[config.mk]
export PLATFORM = sky130hd
export DESIGN_NAME = ifq_prefetch
export DESIGN_NICKNAME = d
export VERILOG_FILES = /design/src/rtl/ifq_pkg.sv /design/src/rtl/ifq_rst_sync.sv /design/src/rtl/ifq_counter.sv /design/src/rtl/ifq_queue.sv /design/src/rtl/ifq_prefetch.sv
export SDC_FILE = /design/constraint.sdc
export NUM_CORES = 1
export LEC_CHECK = 0
export ABC_AREA = 1
export BUFFER_PORTS_ARGS = -buffer_cell sky130_fd_sc_hd__buf_2
export CAP_MARGIN = 10
export CORE_UTILIZATION = 55
export DETAILED_ROUTE_END_ITERATION = 10
export GPL_TIMING_DRIVEN = 0
export PLACE_DENSITY = 0.83
export SLEW_MARGIN = 20
export SYNTH_ARGS = -nofsm -noshare
export SYNTH_HDL_FRONTEND = slang
export SYNTH_SLANG_ARGS = --single-unit
[constraint.sdc]
create_clock -name clk -period 1.9 [get_ports clk]
set_clock_uncertainty 0.1 [all_clocks]
set_input_delay 0.38 -clock clk [delete_from_list [all_inputs] [get_ports clk]]
set_output_delay 0.38 -clock clk [all_outputs]
set_load 0.02 [all_outputs]
[src/rtl/ifq_pkg.sv]
package ifq_pkg;
  localparam int unsigned WORD_W = 16;
  typedef logic [WORD_W-1:0] word_t;
endpackage

[src/rtl/ifq_rst_sync.sv]
module ifq_rst_sync (
  input  logic clk,
  input  logic rst_n,
  output logic rst_sync_n
);
  logic meta_q;
  logic sync_q;

  always_ff @(posedge clk or negedge rst_n) begin
    if (!rst_n) begin
      meta_q <= 1'b0;
      sync_q <= 1'b0;
    end else begin
      meta_q <= 1'b1;
      sync_q <= meta_q;
    end
  end

  assign rst_sync_n = sync_q;
endmodule

[src/rtl/ifq_counter.sv]
module ifq_counter
  import ifq_pkg::*;
#(
  parameter word_t RESET_VEC = '0
) (
  input  logic  clk,
  input  logic  rst_n,
  input  logic  load,
  input  word_t target,
  input  logic  step,
  output word_t addr
);
  word_t pc_q, pc_d;
  logic  pc_en;

  always_comb begin
    pc_en = load | step;
    pc_d  = pc_q;
    if (load)      pc_d = target;
    else if (step) pc_d = pc_q + word_t'(1);
  end

  always_ff @(posedge clk or negedge rst_n) begin
    if (!rst_n)     pc_q <= RESET_VEC;
    else if (pc_en) pc_q <= pc_d;
  end

  assign addr = pc_q;
endmodule

[src/rtl/ifq_queue.sv]
module ifq_queue
  import ifq_pkg::*;
#(
  parameter int unsigned DEPTH = 2
) (
  input  logic  clk,
  input  logic  rst_n,
  input  logic  flush,
  input  logic  push,
  input  word_t push_data,
  input  logic  pop_req,
  output logic  full,
  output logic  nonempty,
  output word_t head
);
  localparam int unsigned CW = $clog2(DEPTH + 1);

  logic [CW-1:0] cnt_q, cnt_d;
  logic [CW-1:0] wr_idx;
  word_t         ent_q [DEPTH];
  word_t         ent_d [DEPTH];
  logic          pop;
  logic          ent_en;

  always_comb begin
    pop    = pop_req && (cnt_q != '0);
    wr_idx = cnt_q - CW'(pop);
    ent_en = !flush && (pop || push);
    cnt_d  = cnt_q;
    for (int i = 0; i < DEPTH; i++) ent_d[i] = ent_q[i];
    if (flush) begin
      cnt_d = '0;
    end else begin
      if (pop) begin
        for (int i = 0; i < DEPTH - 1; i++) ent_d[i] = ent_q[i+1];
      end
      for (int i = 0; i < DEPTH; i++) begin
        if (push && (wr_idx == CW'(i))) ent_d[i] = push_data;
      end
      cnt_d = cnt_q - CW'(pop) + CW'(push);
    end
  end

  always_ff @(posedge clk or negedge rst_n) begin
    if (!rst_n) cnt_q <= '0;
    else        cnt_q <= cnt_d;
  end

  generate
    for (genvar g = 0; g < DEPTH; g++) begin : g_ent
      always_ff @(posedge clk) begin
        if (ent_en) ent_q[g] <= ent_d[g];
      end
    end
  endgenerate

  assign full     = (cnt_q == CW'(DEPTH));
  assign nonempty = (cnt_q != '0);
  assign head     = ent_q[0];
endmodule

[src/rtl/ifq_prefetch.sv]
module ifq_prefetch
  import ifq_pkg::*;
#(
  parameter int unsigned DEPTH     = 2,
  parameter word_t       RESET_VEC = '0
) (
  input  logic        clk,
  input  logic        rst_n,
  input  logic        redirect_valid,
  input  logic [15:0] redirect_target,
  input  logic        fetch_valid,
  input  logic [15:0] fetch_data,
  input  logic        fetch_imm,
  input  logic        consume,
  output logic        fetch_req,
  output logic [15:0] fetch_addr,
  output logic        instr_valid,
  output logic [15:0] instr_word,
  output logic [15:0] imm_word
);
  logic  rst_int_n;
  logic  q_full;
  logic  accept;
  logic  push;
  logic  imm_en;
  word_t imm_q;

  ifq_rst_sync u_rst (
    .clk        (clk),
    .rst_n      (rst_n),
    .rst_sync_n (rst_int_n)
  );

  always_comb begin
    accept = fetch_req && fetch_valid && !redirect_valid;
    push   = accept && !fetch_imm;
    imm_en = accept && fetch_imm;
  end

  ifq_counter #(.RESET_VEC(RESET_VEC)) u_cnt (
    .clk    (clk),
    .rst_n  (rst_int_n),
    .load   (redirect_valid),
    .target (redirect_target),
    .step   (accept),
    .addr   (fetch_addr)
  );

  ifq_queue #(.DEPTH(DEPTH)) u_q (
    .clk       (clk),
    .rst_n     (rst_int_n),
    .flush     (redirect_valid),
    .push      (push),
    .push_data (fetch_data),
    .pop_req   (consume),
    .full      (q_full),
    .nonempty  (instr_valid),
    .head      (instr_word)
  );

  always_ff @(posedge clk or negedge rst_int_n) begin
    if (!rst_int_n)  imm_q <= '0;
    else if (imm_en) imm_q <= fetch_data;
  end

  assign fetch_req = !q_full;
  assign imm_word  = imm_q;
endmodule

==> results.txt <==
----------------------------------------------------
[Run status]
  Run status ... complete, but fails checks
  Violated checks ... negative setup slack

[Power and ir drop]
  Sw Ratio ... 36.8%
  Net switching power ... 2130 µW
  Seq pwr share ... 37.0%
  Largest voltage drop on the vdd net ... 1020 µV
  Clock Power Share ... 24.6%
  Static power due to leakage ... 0.00207 µW
  Power density relative to cell area ... 1330 nW/µm²
  Relative contribution of combinational cells to total power ... 38.4%
  Int Power ... 3650 µW

[Placement]
  Total cell area at the placement stage ... 3940 µm²
  Final RePlAce weighted congestion ... 0.902
  Minimum setup slack after placement ... -874 ps
  Cells after DPL ... 499
  Half-perimeter wire length of the detailed placement result ... 5.62 mm
  Input/output buffers ... 86

[Synth]
  Synthesized cell area ... 3330 µm²
  Sequential cell area fraction in the yosys report ... 55.9%
  Fraction of registers with async set or reset after synthesis ... 52.9%
  Distinct cell type count after synthesis ... 31
  Flip-flop and latch count after synthesis ... 68
  Leading area contributor after synthesis ... edfxtp_1
  Area share of the largest cell type after synthesis ... 28.8%
  Number of enable-type register cells in the synthesized netlist ... 32
  Syn nets ... 381
  Commonest cells in the synthesized netlist ... 88 x nand2_1, 36 x dfrtp_1, 32 x edfxtp_1, 31 x inv_1, 20 x nor2_1
  Most numerous cell in the Yosys netlist ... nand2_1
  Primary flip-flop cell chosen by synthesis mapping ... dfrtp_1
  Number of synthesis warnings ... 0
  Post-synthesis cell count ... 340
  Area contributors post-synth ... edfxtp_1 29%, dfrtp_1 27%, nand2_1 9.9%
  Mapped Avg Cell Area ... 9.80 µm²

[Critical path]
  Stages on the worst setup path ... 9
  Chain of cells forming the critical path ... or2_4, nand2_4, inv_2, ha_4, inv_4, nor2_4, nand2_4, buf_12, o21ai_4
  Largest delay contributor family on the critical path ... simple AND/OR/NAND/NOR gates
  Source of the worst register-to-register timing path ... u_q.cnt_q[1]$_DFF_PN0_
  CP startpoint kind ... flip-flop
  Worst path buffer plus inverter count ... 3
  Maximum cell stage delay along the critical path ... 430 ps
  Crit path DAT ... 1970 ps
  Critical path fanouts, max ... 8
  Critical path class ... flip-flop to flip-flop
  Kind of end point of the critical path ... flip-flop
  Slowest library cell on the worst path ... dfrtp_2
  Data required, critical path ... 1810 ps
  Timing startpoint of the critical path ... u_q.cnt_q[1]$_DFF_PN0_
  Worst reg2reg path depth ... 9
  CP dominant cell by count ... nand2_4

[Min path]
  Tightest Hold Check Type ... flip-flop to asynchronous set/reset pin

[Timing]
  Worst slew pin tran ... 580 ps
  Post-route setup slack ... -161 ps
  RSZ-0062 raised after global routing ... true
  Worst slew margin relative to its limit ... 61.4%
  Final hold violation count ... 0
  Highest clock frequency the design can meet ... 485 MHz
  Setup violations, final ... 47
  Min Clock Period, post-route ... 2060 ps
  Final period utilization ... 108%
  Max Slew Vio Count ... 0

[Finish]
  Final design area excluding fillers ... 4350 µm²
  Final layout net count ... 492
  Share of layout cells above drive strength 1 ... 42.8%
  P&R area growth vs syn ... 30.4%
  Count of antenna diodes in the layout ... 0
  Final core area utilization ... 76.6%
  Fin cells ... 528

[Routing]
  Vias ... 2832
  Remaining DRCs ... 0
  Drt total wl ... 8.41 mm
  Detailed Routing Iterations Pass 1 ... 5
  ANT nets after route ... 0
  Wire length per cell ... 15.9 µm
  Via density per instance ... 5.36
  Detailed router's first-iteration violation count ... 219

[Clock network]
  Buffer levels on the longest clock path ... 2
  Later-pin clock latency in the skew report ... 340 ps
  Buffer type at the clock tree root ... clkbuf_8
  CTS Buf Count ... 9
  CTS clk-pin slew, worst paths ... 80 ps
  H-tree level count ... 3
  CTS sink cnt ... 68
  CTS tree ... yes

[Die]
  Die area ... 6380 µm²
  Count of standard-cell rows ... 27
  Starting density of the core ... 58.7%
  Area of the placeable core ... 5680 µm²
  Die span in y ... 79.9 µm
  Number of ports placed on the die boundary ... 88
  Die X-Extent ... 79.9 µm

[Global route]
  Gr usage total ... 28.6%
  Number of global-route vias before repair ... 2736
  Grt ovf ... 0
  First-pass GRT wire length ... 13.3 mm
  Pin count of the biggest net entering global routing ... 19
  Initial antenna violation count ... 1

[Run]
  Maximum Capacitance Violations ... 0

----------------------------------------------------
[metal layers]
layer / global-route usage, % / share of wire (%)
met1: 38.5 / 41
met2: 46.2 / 50
met3: 5.26 / 6.8
met4: 10.9 / 2.0
met5: 0 / 0.12
[registers in the layout, summed over array words and instances, names as in the netlist]
name	flops
u_rst.meta_q	1
u_q.ent_q	32
u_rst.rst_sync_n	1
u_q.cnt_q	2
imm_word	16
u_cnt.addr	16
[power groups by stage]
stage               registers, µW  clock network (µW)  logic (µW)
floorplan                    2340                   0        1160
global placement             2160                   0        1840
detailed placement           2170                   0        1930
CTS                          2120                1420        2170
global route                 2160                1490        2380
finish                       2140                1420        2210
[layout by cell type, fill, tap and decap left out, types with 3 or more instances in the layout]
cell / Yosys / final
o21ai_0: 3 / 3
nand4_1: 4 / 4
nor2_1: 20 / 19
nand2_1: 88 / 85
o21ai_2: 16 / 16
bufinv_16: 0 / 3
inv_1: 31 / 29
buf_4: 17 / 25
buf_2: 4 / 90
o21ai_1: 18 / 17
o211ai_1: 8 / 8
nand2_4: 2 / 3
inv_2: 3 / 4
dfrtp_1: 36 / 34
clkbuf_8: 0 / 9
edfxtp_1: 32 / 32
nand2_2: 15 / 17
nand3_1: 19 / 19
[worst register-to-register path: stages, from the launching register on]
cell and delay, ps:
dfrtp_2 430, or2_4 250, nand2_4 60, inv_2 40, ha_4 290, inv_4 40, nor2_4 120, nand2_4 110
buf_12 150, o21ai_4 140
[final cells by class]
cell class,instances,area [µm²]
multi-input combinational,213,1230
clock inverter,7,115
clock buffer,9,124
tap,72,90.1
sequential,68,1860
inverter,35,136
fill,380,1330
timing repair buffer,99,584
buffer,25,201
[metrics by stage]
stage	hold WS, ps	setup TNS, ps	power (µW)
floorplan	-15.6	-13360	3500
global placement	65.5	-20450	4000
detailed placement	66.6	-23650	4100
CTS	124	-2350	5720
global route	112	-6820	6040
finish	119	-5620	5770
[cell families after synthesis]
| family | Yosys count | synth area share (%) |
|---|---|---|
| AO/OA/AOI/OAI | 48 | 9.65 |
| XOR/XNOR | 4 | 1.05 |
| adder cells (fa/ha/maj) | 3 | 1.13 |
| buffers and inverters | 60 | 9.80 |
| flip-flops | 68 | 55.9 |
| other | 1 | 0.113 |
| AND/OR/NAND/NOR | 156 | 22.4 |
[timing repair]
action | 4_1_cts | 5_1_grt
buffers inserted | 8 | 2
setup endpoints to repair | 48 | 49
hold endpoints to repair | 2 | 0
resized for setup | 9 | 1
hold buffers | 1 | 0
pin swaps | 5 | 3
cloned | 1 | 1
[worst paths after layout]
check	slack, ps	end
worst max register to register	-160	u_q.ent_q[0][3]$_DFFE_PP_
max in group asynchronous	1130	u_cnt.addr[5]$_DFFE_PN0P_
worst min register to register	120	u_cnt.addr[11]$_DFFE_PN0P_
worst min-delay path	120	u_cnt.addr[11]$_DFFE_PN0P_
worst max-delay path	-160	u_q.ent_q[0][3]$_DFFE_PP_
min in group clk	130	u_q.ent_q[0][21]$_DFFE_PP_
No activity file was read; power rests on OpenSTA's default activity.
